`config.mk`:
```
export PLATFORM = sky130hd
export DESIGN_NAME = xilv_target_sel
export DESIGN_NICKNAME = d
export VERILOG_FILES = /design/src/rtl/xilv_pkg.sv /design/src/rtl/xilv_map_regs.sv /design/src/rtl/xilv_xor_bits.sv /design/src/rtl/xilv_mod3.sv /design/src/rtl/xilv_target_sel.sv
export SDC_FILE = /design/constraint.sdc
export NUM_CORES = 1
export LEC_CHECK = 0
export ABC_AREA = 0
export CAP_MARGIN = 20
export CORE_MARGIN = 4
export CORE_UTILIZATION = 40
export CTS_CLUSTER_DIAMETER = 120
export DETAILED_ROUTE_END_ITERATION = 7
export MAX_ROUTING_LAYER = met4
export PLACE_DENSITY = 0.7
export REMOVE_ABC_BUFFERS = 1
export SYNTH_ARGS = -nofsm -noshare
export SYNTH_HDL_FRONTEND = slang
export SYNTH_SLANG_ARGS = --single-unit
```
`constraint.sdc`:
```
create_clock -name clk -period 5.4 [get_ports clk]
set_clock_uncertainty 0.1 [all_clocks]
set_input_delay 1.08 -clock clk [delete_from_list [all_inputs] [get_ports clk]]
set_output_delay 1.08 -clock clk [all_outputs]
set_load 0.05 [all_outputs]
```
`src/rtl/xilv_pkg.sv`:
```
package xilv_pkg;

   localparam int WAYS_W = 5;

   typedef struct packed {
      logic       ok;       // supported way count
      logic       use_map;  // XOR-derived bits take part
      logic       use_mod;  // a base-3 digit takes part
      logic [1:0] k;        // log2(ways/3) for the 3*2^k family
   } ways_dec_t;

   function automatic ways_dec_t decode_ways(input logic [WAYS_W-1:0] w);
      ways_dec_t d;
      d = '0;
      unique case (w)
         5'd1:                    d.ok = 1'b1;
         5'd2, 5'd4, 5'd8, 5'd16: begin d.ok = 1'b1; d.use_map = 1'b1; end
         5'd3:                    begin d.ok = 1'b1; d.use_mod = 1'b1; end
         5'd6:  begin d.ok = 1'b1; d.use_map = 1'b1; d.use_mod = 1'b1; d.k = 2'd1; end
         5'd12: begin d.ok = 1'b1; d.use_map = 1'b1; d.use_mod = 1'b1; d.k = 2'd2; end
         default: d = '0;
      endcase
      return d;
   endfunction

endpackage

```
`src/rtl/xilv_map_regs.sv`:
```
module xilv_map_regs #(
   parameter int NMAPS = 4,
   parameter int MAP_W = 64,
   parameter int CFG_AW = 3,
   parameter int CNT_W = 3
) (
   input  logic                        clk,
   input  logic                        rst_n,
   input  logic                        we,
   input  logic [CFG_AW-1:0]           addr,
   input  logic [MAP_W-1:0]            wdata,
   output logic [NMAPS-1:0][MAP_W-1:0] maps,
   output logic [CNT_W-1:0]            cnt
);
   localparam int CNT_ADDR = NMAPS;

   initial begin
      assert (CNT_ADDR < (1 << CFG_AW)) else $error("address space too small");
      assert (NMAPS < (1 << CNT_W)) else $error("count width too small");
   end

   for (genvar i = 0; i < NMAPS; i++) begin : g_map
      always_ff @(posedge clk or negedge rst_n) begin
         if (!rst_n)                         maps[i] <= '0;
         else if (we && addr == CFG_AW'(i))  maps[i] <= wdata;
      end
   end

   always_ff @(posedge clk or negedge rst_n) begin
      if (!rst_n)
         cnt <= '0;
      else if (we && addr == CFG_AW'(CNT_ADDR))
         cnt <= (wdata > MAP_W'(NMAPS)) ? CNT_W'(NMAPS) : wdata[CNT_W-1:0];
   end
endmodule

```
`src/rtl/xilv_xor_bits.sv`:
```
module xilv_xor_bits #(
   parameter int NMAPS = 4,
   parameter int MAP_W = 64,
   parameter int ADDR_W = 52,
   parameter int CNT_W = 3
) (
   input  logic [ADDR_W-1:0]           addr,
   input  logic [NMAPS-1:0][MAP_W-1:0] maps,
   input  logic [CNT_W-1:0]            cnt,
   output logic [NMAPS-1:0]            bits
);
   initial assert (ADDR_W <= MAP_W) else $error("address wider than map");

   logic [MAP_W-1:0] addr_ext;
   assign addr_ext = MAP_W'(addr);

   for (genvar i = 0; i < NMAPS; i++) begin : g_par
      assign bits[i] = (CNT_W'(i) < cnt) & (^(addr_ext & maps[i]));
   end
endmodule

```
`src/rtl/xilv_mod3.sv`:
```
module xilv_mod3 #(
   parameter int W = 52
) (
   input  logic [W-1:0] val,
   output logic [1:0]   rem
);
   localparam int NCH = (W + 1) / 2;
   localparam int PADW = 2 * NCH;

   initial assert (3 * NCH < 256) else $error("value too wide for 8-bit chunk sum");

   logic [PADW-1:0] padded;
   logic [7:0]      s0;
   logic [7:0]      s1, s2, s3;

   assign padded = PADW'(val);

   // 4 = 1 (mod 3): every 2-bit chunk carries weight 1
   always_comb begin
      s0 = '0;
      for (int c = 0; c < NCH; c++) s0 = s0 + 8'(padded[2*c +: 2]);
      s1 = 8'(s0[1:0]) + 8'(s0[3:2]) + 8'(s0[5:4]) + 8'(s0[7:6]);
      s2 = 8'(s1[1:0]) + 8'(s1[3:2]) + 8'(s1[5:4]) + 8'(s1[7:6]);
      s3 = 8'(s2[1:0]) + 8'(s2[3:2]) + 8'(s2[5:4]) + 8'(s2[7:6]);
      rem = (s3[1:0] == 2'd3) ? 2'd0 : s3[1:0];
   end
endmodule

```
`src/rtl/xilv_target_sel.sv`:
```
module xilv_target_sel #(
   parameter int ADDR_W = 52,
   parameter int MAP_W = 64,
   parameter int NMAPS = 4,
   parameter int IDX_W = 4,
   parameter int POS_W = 16,
   parameter int GRAN_W = 4,
   parameter int CFG_AW = 3
) (
   input  logic                          clk,
   input  logic                          rst_n,
   input  logic                          cfg_we,
   input  logic [CFG_AW-1:0]             cfg_addr,
   input  logic [MAP_W-1:0]              cfg_wdata,
   input  logic                          req_valid,
   input  logic                          req_pos_mode,
   input  logic [ADDR_W-1:0]             req_addr,
   input  logic [POS_W-1:0]              req_pos,
   input  logic [xilv_pkg::WAYS_W-1:0]   req_ways,
   input  logic [xilv_pkg::WAYS_W-1:0]   req_targets,
   input  logic [GRAN_W-1:0]             req_gran,
   output logic                          rsp_valid,
   output logic [IDX_W-1:0]              rsp_idx,
   output logic                          rsp_err
);
   import xilv_pkg::*;

   localparam int CNT_W = $clog2(NMAPS + 1);
   localparam int LB_W = GRAN_W + 2;
   localparam int SH_W = IDX_W + 2;

   initial begin
      assert (POS_W < ADDR_W) else $error("position wider than address");
      assert (NMAPS <= IDX_W) else $error("more maps than index bits");
      assert (ADDR_W <= MAP_W) else $error("address wider than map");
   end

   logic [NMAPS-1:0][MAP_W-1:0] maps;
   logic [CNT_W-1:0]            map_cnt;
   logic [ADDR_W-1:0]           eff_addr;
   ways_dec_t                   dec;
   logic [NMAPS-1:0]            xbits;
   logic [LB_W-1:0]             lb;
   logic [MAP_W-1:0]            mod_mask;
   logic [ADDR_W-1:0]           mod_val;
   logic [1:0]                  mod_rem;
   logic [SH_W-1:0]             idx_wide;
   logic [IDX_W-1:0]            idx_next;
   logic                        err_next;

   xilv_map_regs #(.NMAPS(NMAPS), .MAP_W(MAP_W), .CFG_AW(CFG_AW), .CNT_W(CNT_W)) regs_i (
      .clk(clk), .rst_n(rst_n), .we(cfg_we), .addr(cfg_addr), .wdata(cfg_wdata),
      .maps(maps), .cnt(map_cnt)
   );

   // position mode: base + pos * 2^gran, wrapping at the address width
   assign eff_addr = req_pos_mode ? (req_addr + (ADDR_W'(req_pos) << req_gran)) : req_addr;
   assign dec = decode_ways(req_ways);

   xilv_xor_bits #(.NMAPS(NMAPS), .MAP_W(MAP_W), .ADDR_W(ADDR_W), .CNT_W(CNT_W)) xor_i (
      .addr(eff_addr), .maps(maps), .cnt(map_cnt), .bits(xbits)
   );

   // mask built at full map width so the shift count always fits
   assign lb       = LB_W'(req_gran) + LB_W'(dec.k);
   assign mod_mask = {MAP_W{1'b1}} << lb;
   assign mod_val  = eff_addr & mod_mask[ADDR_W-1:0];

   xilv_mod3 #(.W(ADDR_W)) mod_i (.val(mod_val), .rem(mod_rem));

   always_comb begin
      idx_wide = '0;
      if (dec.use_map) idx_wide = SH_W'(xbits);
      if (dec.use_mod) idx_wide = idx_wide | (SH_W'(mod_rem) << (dec.use_map ? map_cnt : CNT_W'(0)));
      err_next = !dec.ok || (req_ways != req_targets);
      idx_next = err_next ? '0 : idx_wide[IDX_W-1:0];
   end

   always_ff @(posedge clk or negedge rst_n) begin
      if (!rst_n) begin
         rsp_valid <= 1'b0;
         rsp_idx   <= '0;
         rsp_err   <= 1'b0;
      end else begin
         rsp_valid <= req_valid;
         if (req_valid) begin
            rsp_idx <= idx_next;
            rsp_err <= err_next;
         end
      end
   end
endmodule

```
* Word level (Yosys, flattened, before mapping) *
Cells that the tools add are included.

word-level totals
  memories = 0
  bits in read-only memories = 0
  word-level logic and storage cells = 102
  bits in latches = 0
  RAM bits = 0
  register bits after elaboration = 265

operators by class
  divide/modulo/power cells = 0
  mux-type cells = 11
  shift-type cells = 3
  add/sub/neg operators = 36
  reductions and logical operators = 15
  bitwise logic cells = 10
  equality and inequality tests = 14
  multiply operators = 0
  magnitude comparators = 5

operator list
  operator               number
  $and 52x64->64         4
  $reduce_xor 64->1      4
  $add 8x2->8            28
  $gt 64x3->1 const B    1
  $shl 64x5->52 const A  1
  $add 52x52->52         1
  $and 52x52->52         1
  $mux 52                1
  $shl 16x4->52          1
  $mux 4                 3
  $eq 5x2->1 const B     2
  $eq 5x3->1 const B     2
  $eq 5x4->1 const B     2
  $add 2x2->3            3
  $reduce_or 8->1        1
  $add 2x2->2            3
  $eq 3x2->1 const B     2
  $lt 1x3->1 const A     2
  $lt 2x3->1 const A     2
  $mux 3                 2
  $reduce_or 6->1        1
  $add 4x2->5            1
  $eq 5x1->1 const B     1
  $eq 5x5->1 const B     1
  15 further kinds       24

* Longest topological paths before layout *
Gate-level depths: netlist of the first run.

  depth after elaboration = 45
  depth in mapped cells = 50
  mapped depth without buffers = 47

* By module *
Synthesis of the first run repeated with hierarchy kept, for this count alone.

unflattened totals
  cells, all modules = 1758
  area total of the unflattened synthesis = 18313.8 µm²

by module, submodules not included
  module           area each (µm²)  sequential area each (µm²)  times used  cells each
  xilv_map_regs    9835.7           6481.2                      1           583
  xilv_target_sel  4174.0           150.1                       1           601
  xilv_xor_bits    2656.3           0.0                         1           409
  xilv_mod3        1647.8           0.0                         1           165

* Worst setup path before layout of the first run *
OpenSTA, ideal clock, no wires.

  path kind = in2reg
  from = input req_gran[1]
  to = register rsp_idx[3]
  path slack = -6508 ps
  arrival time = 11681 ps
  setup time = 126 ps
  stages on the path = 42
  buffers on the path = 3
  path through = clkbuf_1 clkbuf_1 inv_1 a31oi_1 nor2_1 a21oi_1 a21oi_1 ha_1 buf_2 nand4_1 or4_4 a311oi_4 o21ai_0 xnor2_1 inv_1 fa_1 fa_1 inv_1 [6 not listed] ha_1 a21o_1 a21oi_1 xnor2_1 fa_1 ha_1 ha_1 fa_1 ha_1 inv_1 fa_1 inv_1 ha_1 xor2_1 nor2_1 a21oi_1 nor3b_1 a311o_1

on the way
  longest elaborated chain between the ends = 44
  elaborated cells on any way between the ends = 50

RTL lines
  element                    line                   source
  start: declaration         xilv_target_sel.sv:21  input logic [GRAN_W-1:0] req_gran,
  $shl 16x4->52              xilv_target_sel.sv:57  assign eff_addr = req_pos_mode ? (req_addr + (ADDR_W'(req_pos) << req_gran)) : req_addr;
  $add 52x52->52             xilv_target_sel.sv:57
  $mux 52                    xilv_target_sel.sv:57
  $and 52x52->52             xilv_target_sel.sv:67  assign mod_val = eff_addr & mod_mask[ADDR_W-1:0];
  $add 2x2->3                xilv_mod3.sv:21        for (int c = 0; c < NCH; c++) s0 = s0 + 8'(padded[2*c +: 2]);
  $add 8x2->8 (24 in a row)  xilv_mod3.sv:21
  $add 2x2->3                xilv_mod3.sv:22        s1 = 8'(s0[1:0]) + 8'(s0[3:2]) + 8'(s0[5:4]) + 8'(s0[7:6]);
  $add 8x2->8 (2 in a row)   xilv_mod3.sv:22
  $add 2x2->3                xilv_mod3.sv:23        s2 = 8'(s1[1:0]) + 8'(s1[3:2]) + 8'(s1[5:4]) + 8'(s1[7:6]);
  $add 8x2->8 (2 in a row)   xilv_mod3.sv:23
  $add 2x2->2 (3 in a row)   xilv_mod3.sv:24        s3 = 8'(s2[1:0]) + 8'(s2[3:2]) + 8'(s2[5:4]) + 8'(s2[7:6]);
  $eq 2x2->1                 xilv_mod3.sv:25        rem = (s3[1:0] == 2'd3) ? 2'd0 : s3[1:0];
  $mux 2                     xilv_mod3.sv:25
  $shl 2x3->4                xilv_target_sel.sv:74  if (dec.use_mod) idx_wide = idx_wide | (SH_W'(mod_rem) << (dec.use_map ? map_cnt : CNT_W'(0)));
  $or 4x4->4                 xilv_target_sel.sv:74
  $mux 4 *                   xilv_target_sel.sv:74
  $mux 4 *                   xilv_target_sel.sv:76  idx_next = err_next ? '0 : idx_wide[IDX_W-1:0];
  end signal: assignment     xilv_target_sel.sv:87  rsp_idx <= idx_next;
  end: declaration           xilv_target_sel.sv:23  output logic [IDX_W-1:0] rsp_idx,

Every way passes the cells marked *; elsewhere a longest branch is shown, timed or not.
A chain may end at the register's enable or synchronous reset.

* Worst setup path after layout of the first run *
  from = input req_pos[7]
  to = register rsp_idx[2]

on the way
  longest elaborated chain between the ends = 44
  elaborated cells on any way between the ends = 48

RTL lines
  element                    line                   source
  start: declaration         xilv_target_sel.sv:18  input logic [POS_W-1:0] req_pos,
  $shl 16x4->52 *            xilv_target_sel.sv:57
  $add 52x52->52 *           xilv_target_sel.sv:57
  $mux 52 *                  xilv_target_sel.sv:57
  $and 52x52->52             xilv_target_sel.sv:67
  $add 2x2->3                xilv_mod3.sv:21
  $add 8x2->8 (24 in a row)  xilv_mod3.sv:21
  $add 2x2->3                xilv_mod3.sv:22
  $add 8x2->8 (2 in a row)   xilv_mod3.sv:22
  $add 2x2->3                xilv_mod3.sv:23
  $add 8x2->8 (2 in a row)   xilv_mod3.sv:23
  $add 2x2->2 (3 in a row)   xilv_mod3.sv:24
  $eq 2x2->1                 xilv_mod3.sv:25
  $mux 2                     xilv_mod3.sv:25
  $shl 2x3->4                xilv_target_sel.sv:74
  $or 4x4->4                 xilv_target_sel.sv:74
  $mux 4 *                   xilv_target_sel.sv:74
  $mux 4 *                   xilv_target_sel.sv:76

Marks and branches as above.

==> results of run 1 <==
==> worst paths after layout <==
check	slack, ns	start	endpoint	depth (start not counted)
setup / recovery	-5.59	req_pos[7]	rsp_idx[2]	43
hold reg to reg	0.39	rsp_err	rsp_err	1
max in group asynchronous	3.46	rst_n	regs_i.maps[221]	2
hold / removal	0.39	rsp_err	rsp_err	1
setup reg to reg	1.39	regs_i.maps[5]	rsp_idx[0]	12
min in group asynchronous	0.59	rst_n	rsp_err	1
==> metal layers <==
| metal | global-route usage | up-vias |
|---|---|---|
| met5 | - | - |
| met4 | 0.0593 | 0 |
| li1 | - | 7248 |
| met3 | 0.0265 | 114 |
| met2 | 0.452 | 456 |
| met1 | 0.347 | 8019 |
==> through the flow <==
| step | setup WS (ns) | utilization | cells | hold slack (ns) |
|---|---|---|---|---|
| finish | -5.59 | 0.585 | 2909 | 0.392 |
| global route | -5.90 | 0.585 | 2909 | 0.406 |
| CTS | -5.47 | 0.566 | 2888 | 0.392 |
| detailed placement | -6.98 | 0.523 | 2794 | 0.373 |
| global placement | -6.84 | 0.523 | 2794 | 0.369 |
| floorplan | -5.87 | - | 1663 | 0.350 |
==> final cells by class <==
cell class	count	share of cell area
Timing Repair Buffer	618	0.207
Clock inverter	6	0.00358
Multi-Input combinational cell	1355	0.501
Inverter	91	0.0137
Sequential cell	217	0.216
Clock buffer	36	0.0293
Antenna cell	1	0.0000995
Tap cell	585	0.0291
==> cells in the final DEF, fill, tap and decap left out, drive strengths merged, types with 5 or more instances in the layout <==
master / n
a211o: 6
a211oi: 7
a21boi: 11
a21o: 11
a21oi: 69
a221oi: 7
a31oi: 11
and2: 11
and3: 12
and4: 8
buf: 463
clkbuf: 42
clkdlybuf4s50: 137
dfrtp: 217
dlygate4sd2: 8
fa: 53
ha: 48
inv: 91
mux2: 222
mux2i: 35
nand2: 257
nand2b: 25
nand3: 29
nand4: 18
nor2: 77
nor2b: 23
nor3: 19
nor3b: 6
nor4: 23
o2111ai: 8
o211ai: 11
o21a: 5
o21ai: 72
o22ai: 6
o31ai: 7
or3: 11
xnor2: 105
xnor3: 52
xor2: 35
==> kinds of logic (layout without fill, tap and decap cells) <==
logic type / Yosys count / in the layout
flops: 217 / 217
mux: 257 / 257
buf+inv: 151 / 751
xor+xnor: 195 / 195
other cells: 0 / 1
compound gates: 261 / 261
simple gates: 541 / 541
fa+ha+maj: 101 / 101
==> worst register-to-register path, stage by stage, from the launching register on <==
cell       delay [ns]
dfrtp_1          0.41
nand4_1          0.11
a21oi_1          0.06
a2111oi_0        0.40
buf_4            0.18
xnor2_1          0.17
xnor3_1          0.43
xnor2_1          0.29
xnor3_1          0.42
xnor3_1          0.32
xnor3_1          0.45
xnor3_1          0.35
a31o_2           0.24
==> what timing repair did <==
item	4_1_cts	5_1_grt
setup buffers	53	21
pin swaps	104	100
resized for setup	210	149
cloned	0	1
setup endpoints to repair	4	4
==> sequential cells by signal, summed over array words and instances (netlist names) <==
signal / cells
rsp_err: 1
regs_i.cnt: 3
regs_i.maps: 208
rsp_idx: 4
rsp_valid: 1
==> results by group, run 1 <==
Logic synthesis
  – Netlist Area Pre-Place: 17400 um2
  – Top post-synthesis cells by area: dfrtp_1 31%, mux2_2 14%, xnor3_1 6.7%
  – Largest area contributor in the synthesized netlist: dfrtp_1
  – Synth Area in XOR/XNOR: 0.146
  – Seq cells post-synth: 217
  – Synth unique cells: 83
  – Adder-cell share of the synthesized area: 0.0956
  – Async SR Flop Fraction: 1.00
  – Mux cell area share after synthesis: 0.164
  – Largest family of logic cells by synthesized area: multiplexers
  – Post-synth EDFFs: 0
  – Post-synthesis sequential area ratio: 0.313
  – Total of warnings raised by yosys: 0
  – Area share of the largest cell type after synthesis: 0.313
  – Cells after Synth: between 1.5k and 2k
  – Post-synth top flop: dfrtp_1
  – Post-synth top cells: 255 x nand2_1, 222 x mux2_2, 217 x dfrtp_1, 97 x xnor2_1, 89 x inv_1
  – Synthesized area per cell: 10.1 um2
  – Top-count cell post-synth: nand2_1
  – Simple-gate area share of the yosys netlist: 0.149
  – Post-synthesis compound-gate area fraction: 0.0993

Global routing
  – First-pass GRT wire length: 94900 um
  – GRT Overall Usage: 0.266
  – Largest net degree at the start of global routing: approximately 120
  – Vias in the first global route: between 15k and 20k
  – Initial antenna violation count: 1
  – Total grt overflow: 0

Layout
  – Fill count: 3608
  – Final Cell Area: 25100 um2
  – Multi-input gate area: 12600 um2
  – Reg area: roughly 5400 um2
  – Share of layout cells above drive strength 1: 0.413
  – Final Net Count: 2563
  – Area delta synth->final: 44.7%

Route
  – Drt first pass iters: 5
  – Wire length per cell: 21.6 um
  – Vias: 15.8k
  – Vias per Instance: 5.44
  – Met3 WL: 3010 um
  – M1 WL: between 20000 and 30000 um
  – Top Metal Used: met4
  – Met2 WL post-DR: 31100 um
  – DR DRC count: 0
  – Final ANT Viol Nets: 0
  – Final WL: between 60000 and 70000 um
  – Number of DRC markers in iteration 0: ~1.1k

Placement
  – # port buffers: 159
  – Post-DP HPWL: 48400 um
  – GP Congestion: 1.00
  – Post-placement cell area: 22500 um2

Worst setup path
  – Most frequent CP cell: fa_1
  – Buffers & Inverters on Critical Path: 10
  – CP delay by family, top: adder cells
  – Critical Path Start Type: input port
  – Crit-path max FO: 5
  – Crit path DAT: 11.32 ns
  – CP max-delay cell: fa_1
  – WS Path Type: in2reg
  – Worst path required time: approximately 5.7 ns
  – Slowest stage delay, CP: 0.58 ns
  – Crit. End Element: flop

Floorplan
  – Rows: 76
  – Total die area: 46800 um2
  – I/O Pins: 160
  – DIE HEIGHT: 216 um
  – Core area: 43000 um2
  – Starting Density: 0.404
  – Die span in x: approximately 220 um

STA
  – Worst slew pin tran: 1.07 ns
  – Part of the cycle the worst path needs: 2.03
  – Slew margin rel.: 0.281
  – Max Fclk: 91.0 MHz
  – RSZ-0062 raised after global routing: yes
  – Final Hold Viols: 0
  – Final worst slack: -5.59 ns
  – Min cycle time layout: 10.99 ns
  – Fin Setup TNS: -22.03 ns
  – Final Setup Violations: 4
  – Slew Limit Fails: 0

Job
  – Max_cap viols: 0

CTS
  – CTS tree: done
  – Clock buffer depth: 3
  – Clk_lat worst skew: 0.53 ns
  – Reg clk slew, reported paths: approximately 0.060 ns
  – Number of CTS-inserted buffers: 25
  – H-Tree Depth: 1
  – CTS root buf: clkbuf_16
  – Clock Sinks: approximately 220
  – Hold-fix buffers, CTS: 0

Run status
  – Failing checks: negative setup slack
  – Status: finished with violations

Worst hold path
  – Min-Delay Path Class: reg2reg
Power of run 1 is not shown: default switching activity piles up to over one toggle a cycle in this logic, so the estimate is an artifact.
==> run 2, diff against run 1 <==
--- a/config.mk
+++ b/config.mk
@@ -11,9 +11,11 @@
 export CORE_UTILIZATION = 40
 export CTS_CLUSTER_DIAMETER = 120
 export DETAILED_ROUTE_END_ITERATION = 7
+export HOLD_SLACK_MARGIN = 0.05
 export MAX_ROUTING_LAYER = met4
 export PLACE_DENSITY = 0.7
 export REMOVE_ABC_BUFFERS = 1
+export SKIP_LAST_GASP = 1
 export SYNTH_ARGS = -nofsm -noshare
 export SYNTH_HDL_FRONTEND = slang
 export SYNTH_SLANG_ARGS = --single-unit
==> results of run 2 <==
No change in the layout: final DEF, timing and power equal those of run 1.
Power of run 2 is left out for the same reason.
